--- src/rtl/bwm_pkg.sv ---
package bwm_pkg;
  typedef enum logic [1:0] {
    CFG_BANK_A_LO = 2'd0,
    CFG_BANK_B    = 2'd1,
    CFG_CTRL      = 2'd2,
    CFG_UNUSED    = 2'd3
  } cfg_sel_e;

  typedef enum logic {
    MAP_SPLIT = 1'b0,
    MAP_DIR   = 1'b1
  } map_mode_e;

  localparam int unsigned CTRL_MODE_BIT = 0;
  localparam int unsigned CTRL_AHI_LSB  = 1;
endpackage

--- src/rtl/bwm_cfg_regs.sv ---
module bwm_cfg_regs
  import bwm_pkg::*;
#(
  parameter int unsigned DATA_W = 8,
  parameter int unsigned BANK_W = 9
) (
  input  logic              clk,
  input  logic              rst_n,
  input  logic              cfg_we,
  input  logic [1:0]        cfg_sel,
  input  logic [DATA_W-1:0] cfg_wdata,
  output logic [BANK_W-1:0] bank_a,
  output logic [DATA_W-1:0] bank_b,
  output map_mode_e         map_mode
);
  localparam int unsigned HI_W = BANK_W - DATA_W;

  cfg_sel_e          sel_e;
  logic              en_a_lo, en_b, en_ctrl;
  logic [DATA_W-1:0] a_lo_q, a_lo_d;
  logic [HI_W-1:0]   a_hi_q, a_hi_d;
  logic [DATA_W-1:0] b_q, b_d;
  map_mode_e         mode_q, mode_d;

  assign sel_e = cfg_sel_e'(cfg_sel);

  always_comb begin
    en_a_lo = cfg_we && (sel_e == CFG_BANK_A_LO);
    en_b    = cfg_we && (sel_e == CFG_BANK_B);
    en_ctrl = cfg_we && (sel_e == CFG_CTRL);
    a_lo_d  = cfg_wdata;
    b_d     = cfg_wdata;
    a_hi_d  = cfg_wdata[CTRL_AHI_LSB +: HI_W];
    mode_d  = map_mode_e'(cfg_wdata[CTRL_MODE_BIT]);
  end

  always_ff @(posedge clk or negedge rst_n) begin
    if (!rst_n) begin
      a_lo_q <= '0;
      a_hi_q <= '0;
      b_q    <= '0;
      mode_q <= MAP_SPLIT;
    end else begin
      if (en_a_lo) a_lo_q <= a_lo_d;
      if (en_b)    b_q    <= b_d;
      if (en_ctrl) begin
        a_hi_q <= a_hi_d;
        mode_q <= mode_d;
      end
    end
  end

  assign bank_a   = {a_hi_q, a_lo_q};
  assign bank_b   = b_q;
  assign map_mode = mode_q;

  p_unused_sel_r8: assert property (@(posedge clk) disable iff (!rst_n)
    (cfg_we && cfg_sel == 2'd3) |=> ($stable(bank_a) && $stable(bank_b) && $stable(map_mode)));

  p_bank_b_load_r7: assert property (@(posedge clk) disable iff (!rst_n)
    (cfg_we && cfg_sel == 2'd1) |=> (bank_b == $past(cfg_wdata)));

  p_ctrl_load_r7: assert property (@(posedge clk) disable iff (!rst_n)
    (cfg_we && cfg_sel == 2'd2) |=>
      (bank_a[BANK_W-1 -: HI_W] == $past(cfg_wdata[CTRL_AHI_LSB +: HI_W])));
endmodule

--- src/rtl/bwm_bank_select.sv ---
module bwm_bank_select
  import bwm_pkg::*;
#(
  parameter int unsigned DATA_W = 8,
  parameter int unsigned BANK_W = 9
) (
  input  map_mode_e         map_mode,
  input  logic              cpu_we,
  input  logic              upper_half,
  input  logic [BANK_W-1:0] bank_a,
  input  logic [DATA_W-1:0] bank_b,
  output logic [BANK_W-1:0] bank_sel
);
  logic [BANK_W-1:0] bank_b_ext;
  logic              use_a;

  assign bank_b_ext = BANK_W'(bank_b);

  always_comb begin
    if (map_mode == MAP_DIR) use_a = !cpu_we;
    else                     use_a = upper_half;
    bank_sel = use_a ? bank_a : bank_b_ext;
  end
endmodule

--- src/rtl/bwm_addr_xlate.sv ---
module bwm_addr_xlate #(
  parameter int unsigned CPU_AW     = 20,
  parameter int unsigned MEM_AW     = 21,
  parameter int unsigned WIN_AW     = 16,
  parameter int unsigned PAGE_SHIFT = 12,
  parameter int unsigned BANK_W     = 9,
  parameter int unsigned WIN_TAG    = 'hA
) (
  input  logic              cpu_req,
  input  logic [CPU_AW-1:0] cpu_addr,
  input  logic [BANK_W-1:0] bank_sel,
  output logic              upper_half,
  output logic              hit,
  output logic [MEM_AW-1:0] mem_addr
);
  localparam int unsigned TAG_W  = CPU_AW - WIN_AW;
  localparam int unsigned BASE_W = BANK_W + PAGE_SHIFT;

  logic [TAG_W-1:0]  tag;
  logic [BASE_W-1:0] base_wide;
  logic [MEM_AW-1:0] base, offset, sum;

  always_comb begin
    tag        = cpu_addr[CPU_AW-1:WIN_AW];
    upper_half = cpu_addr[WIN_AW-1];
    hit        = cpu_req && (tag == TAG_W'(WIN_TAG));
    base_wide  = {bank_sel, {PAGE_SHIFT{1'b0}}};
    base       = MEM_AW'(base_wide);
    offset     = MEM_AW'(cpu_addr[WIN_AW-1:0]);
    sum        = base + offset;
    mem_addr   = hit ? sum : '0;
  end
endmodule

--- src/rtl/bank_window_mapper.sv ---
module bank_window_mapper
  import bwm_pkg::*;
#(
  parameter int unsigned CPU_AW     = 20,
  parameter int unsigned MEM_AW     = 21,
  parameter int unsigned WIN_AW     = 16,
  parameter int unsigned PAGE_SHIFT = 12,
  parameter int unsigned DATA_W     = 8,
  parameter int unsigned BANK_W     = 9,
  parameter int unsigned WIN_TAG    = 'hA
) (
  input  logic              clk,
  input  logic              rst_n,
  input  logic              cfg_we,
  input  logic [1:0]        cfg_sel,
  input  logic [DATA_W-1:0] cfg_wdata,
  input  logic              cpu_req,
  input  logic              cpu_we,
  input  logic [CPU_AW-1:0] cpu_addr,
  output logic              mem_hit,
  output logic [MEM_AW-1:0] mem_addr
);
  localparam int unsigned TAG_W = CPU_AW - WIN_AW;

  logic [1:0]        rst_sync_q;
  logic              rst_int_n;
  logic [BANK_W-1:0] bank_a, bank_sel;
  logic [DATA_W-1:0] bank_b;
  map_mode_e         map_mode;
  logic              upper_half, x_hit;
  logic [MEM_AW-1:0] x_addr;
  logic              hit_q, hit_d;
  logic [MEM_AW-1:0] addr_q, addr_d;

  always_ff @(posedge clk or negedge rst_n) begin
    if (!rst_n) rst_sync_q <= 2'b00;
    else        rst_sync_q <= {rst_sync_q[0], 1'b1};
  end
  assign rst_int_n = rst_sync_q[1];

  bwm_cfg_regs #(.DATA_W(DATA_W), .BANK_W(BANK_W)) u_regs (
    .clk(clk), .rst_n(rst_int_n), .cfg_we(cfg_we), .cfg_sel(cfg_sel),
    .cfg_wdata(cfg_wdata), .bank_a(bank_a), .bank_b(bank_b), .map_mode(map_mode)
  );

  bwm_bank_select #(.DATA_W(DATA_W), .BANK_W(BANK_W)) u_sel (
    .map_mode(map_mode), .cpu_we(cpu_we), .upper_half(upper_half),
    .bank_a(bank_a), .bank_b(bank_b), .bank_sel(bank_sel)
  );

  bwm_addr_xlate #(
    .CPU_AW(CPU_AW), .MEM_AW(MEM_AW), .WIN_AW(WIN_AW),
    .PAGE_SHIFT(PAGE_SHIFT), .BANK_W(BANK_W), .WIN_TAG(WIN_TAG)
  ) u_xlate (
    .cpu_req(cpu_req), .cpu_addr(cpu_addr), .bank_sel(bank_sel),
    .upper_half(upper_half), .hit(x_hit), .mem_addr(x_addr)
  );

  always_comb begin
    hit_d  = x_hit;
    addr_d = x_addr;
  end

  always_ff @(posedge clk or negedge rst_int_n) begin
    if (!rst_int_n) begin
      hit_q  <= 1'b0;
      addr_q <= '0;
    end else begin
      hit_q  <= hit_d;
      addr_q <= addr_d;
    end
  end

  assign mem_hit  = hit_q;
  assign mem_addr = addr_q;

  p_claim_window_r2: assert property (@(posedge clk) disable iff (!rst_int_n)
    mem_hit |-> ($past(cpu_req) && ($past(cpu_addr[CPU_AW-1:WIN_AW]) == TAG_W'(WIN_TAG))));

  p_miss_zero_r3: assert property (@(posedge clk) disable iff (!rst_int_n)
    !mem_hit |-> (mem_addr == '0));

  p_page_offset_r6: assert property (@(posedge clk) disable iff (!rst_int_n)
    mem_hit |-> (mem_addr[PAGE_SHIFT-1:0] == $past(cpu_addr[PAGE_SHIFT-1:0])));

  p_reset_quiet_r1: assert property (@(posedge clk)
    !rst_int_n |-> (!mem_hit && mem_addr == '0));
endmodule

--- config.mk ---
export PLATFORM = sky130hd
export DESIGN_NAME = bank_window_mapper
export DESIGN_NICKNAME = d
export VERILOG_FILES = /design/src/rtl/bwm_pkg.sv /design/src/rtl/bwm_cfg_regs.sv /design/src/rtl/bwm_bank_select.sv /design/src/rtl/bwm_addr_xlate.sv /design/src/rtl/bank_window_mapper.sv
export SDC_FILE = /design/constraint.sdc
export NUM_CORES = 1
export LEC_CHECK = 0
export ABC_AREA = 0
export CORE_ASPECT_RATIO = 0.6
export CORE_MARGIN = 2
export CORE_UTILIZATION = 49
export DETAILED_ROUTE_END_ITERATION = 12
export PLACE_DENSITY_LB_ADDON = 0.08
export REMOVE_ABC_BUFFERS = 1
export SYNTH_ARGS = -nofsm -noshare
export SYNTH_HDL_FRONTEND = slang
export SYNTH_HIERARCHICAL = 1
export SYNTH_SLANG_ARGS = --single-unit
--- constraint.sdc ---
create_clock -name clk -period 1.9 [get_ports clk]
set_input_delay 0.285 -clock clk [delete_from_list [all_inputs] [get_ports clk]]
set_output_delay 0.285 -clock clk [all_outputs]
set_load 0.05 [all_outputs]
# Word level (Yosys, flattened, before mapping)
# Cells that the tools add are included.
# totals
reg_bits,42
in_bits,35
output_inout_bits,22
word_cells,20
# classes
add_sub_neg,1
eq_ne,3
muxes,3
n_reduce_logical,6
# op_table
op,count
$add A21 B16 Y21,1
$mux W21,1
$mux W9,1
$eq A4 B4 Y1 const B,1
$logic_and A1 B1 Y1,4
$eq A2 B1 Y1 const B,1
$eq A2 B2 Y1 const B,1
$logic_not A2 Y1,1
$logic_not A1 Y1,1
$mux W1,1

# Depth between registers and ports, before layout
# logic_depth
depth_word,5
mapped_depth,9
mapped_depth_nobuf,9

# Cells and area by module
# The synthesis kept the hierarchy.
# by_module_without_submodules
module,instances,cells_per_inst,area_each_um2,seq_area_each_um2
bwm_cfg_regs,1,40,698.2,450.4
bank_window_mapper,1,25,604.3,600.6
bwm_addr_xlate,1,54,374.1,0.0
bwm_bank_select,1,11,121.4,0.0

# Worst setup path after synthesis
# Ideal clock, no wire load.
# synth_timing
kind,input to register
start,in cpu_addr[15]
end,reg addr_q[20] (netlist: mem_addr[20])
setup_time_ps,126
t_arrival_ps,2174
required_time_ps,1774
path_slack_ps,-400
path_stages,9
path_buffers,1
cell_sequence,buf_4 > o21ai_4 > mux2_2 > ha_1 > fa_1 > a21o_1 > a21oi_2 > or3_1 > a21oi_1
# synth_between
elab_chain_cells,4
# synth_rtl
element,line_no,rtl
from (decl),bank_window_mapper.sv:19,"input logic [CPU_AW-1:0] cpu_addr,"
$mux W1,bwm_bank_select.sv:20,if (map_mode == MAP_DIR) use_a = !cpu_we;
$mux W9,bwm_bank_select.sv:22,bank_sel = use_a ? bank_a : bank_b_ext;
named net bank_sel[0],bank_window_mapper.sv:27,"logic [BANK_W-1:0] bank_a, bank_sel;"
$add A21 B16 Y21,bwm_addr_xlate.sv:30,sum = base + offset;
$mux W21,bwm_addr_xlate.sv:31,mem_addr = hit ? sum : '0;
named net addr_d[20],bank_window_mapper.sv:33,"logic [MEM_AW-1:0] addr_q, addr_d;"
to (signal assigned),bank_window_mapper.sv:70,addr_q <= addr_d;
to (decl),bank_window_mapper.sv:33,
# The timed path passes the listed nets, and every way through them passes these cells.
# A chain may end at the register's enable or synchronous reset.

# Worst setup path in the final report
# layout_timing
start,reg u_regs.mode_q (netlist: u_regs/map_mode)
end,reg addr_q[18] (netlist: mem_addr[18])
# layout_between
elab_chain_cells,4
# layout_rtl
element,line_no,rtl
from (decl),bwm_cfg_regs.sv:23,"map_mode_e mode_q, mode_d;"
from (signal assigned),bwm_cfg_regs.sv:48,mode_q <= mode_d;
$mux W1,bwm_bank_select.sv:20,
$mux W9,bwm_bank_select.sv:22,
named net bank_sel[1],bank_window_mapper.sv:27,
$add A21 B16 Y21,bwm_addr_xlate.sv:30,
$mux W21,bwm_addr_xlate.sv:31,
named net addr_d[18],bank_window_mapper.sv:33,
# The timed path passes the listed nets, and every way through them passes these cells.

==> impl_results.md <==
* Worst Setup Path Type: reg2reg
* Standard-cell rows at 16
* Fill cell count at 182
* FF-to-FF path depth at 8
* Amount of wire on met3 after detailed routing at between 200 and 300 um
* Portion of the clock cycle consumed by the worst path in the final layout at 115.3%
* Final HPWL DP at between 2000 and 3000 um
* Wire length on met1 at 1658 um
* Number of synthesized register bits at 42
* WL per Instance at 16.27 um
* Die X-Extent at 82.20 um
* Standby leakage power at between 1 and 1.5 nW
* Via count normalized by instance count at approximately 5.1
* Fmax achieved at 456.3 MHz
* DRC viols at 0
* Hold buffer count at cts at 0
* Vias in the first global route at 1298
* Die footprint at 4186 um^2
* Number of antenna-violating nets in the routed design at 0
* Count of buffers inserted at the top-level ports at 56
* Setup repair after global routing missed its margin: true
* Maximum number of pins on one net before global-route repair at roughly 40
* Number of violations of the max-capacitance limit at 0
* Final setup fails at 6
* Clock latency of the later-clocked register in the worst-skew pair at around 0.29 ns
* Run status: complete, but fails checks
* Routed wire length at 4035 um
* Critical path launch point type: flop
* Worst slack after detailed placement at -0.7545 ns
* Clock-pin transition on the worst setup and hold timing paths at around 0.08 ns
* Sum of negative setup slack at -1.411 ns
* Type of the worst min-delay path: in2async
* Final WS setup at -0.2916 ns
* Reg-to-reg critical path startpoint: u_regs/map_mode
* Min cycle time layout at 2.192 ns
* Peak fanout along the critical path at 5
* Ports at 57
* Number of antenna violations at the first check in global routing at 0
* Cell type with the largest total area after synthesis: dfrtp_1
* Starting density of the core at 53.14%
* Destination of the worst register-to-register timing path: mem_addr[18]
* Area Overhead vs Synth at 52.82%
* Wire length of the first global-routing pass at 6389 um
* Total congestion overflow at 0
* Initial drt markers at between 60 and 70
* Maximum buffer depth of the clock tree at 2
* TritonCTS clock tree: done
* Final instance count without filler cells at 248
* Root cell of the clock tree: clkbuf_8
* Worst max-slew margin expressed relative to the limit at 65.35%
* Sequential fraction of the synthesis area at 58.46%
* Total placed cells including tap cells at 238
* Gate count after technology mapping at 130
* Final core occ at around 81%
* Slew Limit Fails at 0
* Distinct cell type count after synthesis at 32
* Average footprint of a synthesized cell at 13.83 um^2
* Final count of hold timing violations at 0
* Worst R2R Setup Slack at -0.29 ns
* IR Drop Worst-Case VDD at around 0.00082 V
* Total CTS buffers at 5
* Violations in the final reports: setup timing
* Highest metal layer with signal wires: met4
* Number of nets in the layout at 242
* Area share of the largest cell type after synthesis at 58.46%
* WL met2 at roughly 2100 um
* RD Place Congestion at 0.8024
* DIE HEIGHT at 50.92 um
* Transition time of the tightest slew-check pin at 0.5181 ns
* Core Region at 3383 um^2
* Total number of clock tree sinks at 42
* Power density over cell area at 957.3 nW/um^2
* Routed via count at roughly 1300
* Arr. time, crit path at 2.40 ns
* Antenna diode count at 0
* Skew final at 0.008961 ns
* Cell types with the largest area share after synthesis: dfrtp_1 58%, mux2_2 16%, and2_1 4.9%
* Post-Synthesis Cell Area at 1798 um^2
* H-tree Lvls at 2
* First-pass DRT Iterations at 4
* Synth warnings at 6
* Total Routing Usage GR at 21.31%
* Sort of element at the end of the critical path: flop
* Worst EP required at 2.11 ns
* Fraction of layout cells with a size suffix above 1 at 33.99%
-- through the flow --
stage	hold WS, ns	instance area, um^2	power, mW
6_report	0.1433	2748	2.630
5_1_grt	0.1374	2748	2.762
4_1_cts	0.1441	2708	2.581
3_5_place_dp	0.3216	2466	1.619
3_3_place_gp	0.3109	2466	1.581
2_1_floorplan	-0.01059	1767	1.378
-- cell usage after synthesis (all sizes together) --
| master | n |
|---|---|
| and2 | 14 |
| buf | 4 |
| or2 | 1 |
| dfrtp | 42 |
| nand3 | 1 |
| ha | 4 |
| o21a | 1 |
| a211o | 1 |
| nand4 | 1 |
| nand4b | 1 |
| a21oi | 7 |
| o21ai | 5 |
| clkinv | 1 |
| inv | 1 |
| xor2 | 1 |
| nand2 | 2 |
| and2b | 1 |
| nor2 | 3 |
| nor3b | 1 |
| mux2 | 26 |
| nand3b | 2 |
| or3 | 4 |
| conb | 1 |
| xnor2 | 2 |
| a21o | 2 |
| fa | 1 |
-- cell families (layout without fill, tap and decap cells) --
kind of cell / Yosys count / after routing / synth area share (%)
compound gates: 16 / 16 / 5.985
xor+xnor: 3 / 3 / 1.462
fa+ha+maj: 5 / 5 / 3.897
buf+inv: 6 / 79 / 2.226
flops: 42 / 42 / 58.46
mux: 26 / 26 / 16.28
other cells: 1 / 1 / 0.2086
simple gates: 31 / 31 / 11.48
-- what timing repair did --
| item | CTS | global route |
|---|---|---|
| endpoints found under the setup margin | 7 | 7 |
| buffers inserted | 1 | 1 |
| pin swaps | 11 | 5 |
| resized for setup | 20 | 8 |
-- area by class of cell --
class,instances,area [um^2],share of cell area (%)
timing repair buffer,69,663.1,24.13
sequential,42,1052,38.30
clock inverter,2,60.06,2.186
clock buffer,6,82.58,3.005
multi-input combinational,82,824.5,30.01
inverter,2,8.758,0.3188
tap,45,56.30,2.049
-- worst max-delay path, stage by stage, from the launching register on --
cell and delay (ns):
dfrtp_2 0.44, o21ai_4 0.17, buf_6 0.14, mux2_4 0.33
fa_2 0.38, a21o_1 0.19, a21oi_4 0.20, o21ai_1 0.09
a21oi_1 0.18
-- flip-flops by register name (all words and copies together) (netlist names) --
signal / cells
u_regs/a_hi_q: 1
rst_sync_q: 2
mem_addr: 21
u_regs/bank_b: 8
u_regs/map_mode: 1
u_regs/a_lo_q: 8
mem_hit: 1
-- worst max path at each step --
stage	from	endpoint	slack, ns
finish	u_regs/map_mode	mem_addr[18]	-0.29
detailed placement	cpu_addr[15]	mem_addr[18]	-0.75
global placement	cpu_addr[15]	mem_addr[20]	-0.67
floorplan	u_regs/map_mode	mem_addr[20]	-0.39
CTS	u_regs/map_mode	mem_addr[18]	-0.25
global route	u_regs/map_mode	mem_addr[18]	-0.32
-- layer usage --
metal  vias to the layer above  global-route usage [%]
met5                         -                       0
met4                         0                   4.167
met3                         2                   6.890
met2                        41                   36.16
met1                       624                   26.90
li1                        592                       -
-- cells in the final DEF, fill, tap and decap left out, types with 2 or more instances in the layout --
master	n
clkbuf_8	6
a21oi_2	4
or3_1	3
buf_4	11
clkdlybuf4s50_1	54
ha_4	4
and2_1	14
bufinv_16	2
buf_6	2
a21oi_4	2
mux2_2	22
dlygate4sd2_1	2
mux2_4	4
nor2_1	3
dfrtp_1	41
o21ai_1	2
a21o_1	2
-- power by group --
| part | switching [mW] | internal [mW] | total (mW) |
|---|---|---|---|
| Combinational | 0.331 | 0.415 | 0.747 |
| Sequential | 0.0477 | 0.976 | 1.02 |
| Clock | 0.300 | 0.560 | 0.861 |
| Total | 0.679 | 1.95 | 2.63 |
(Power assumes the default switching activity.)
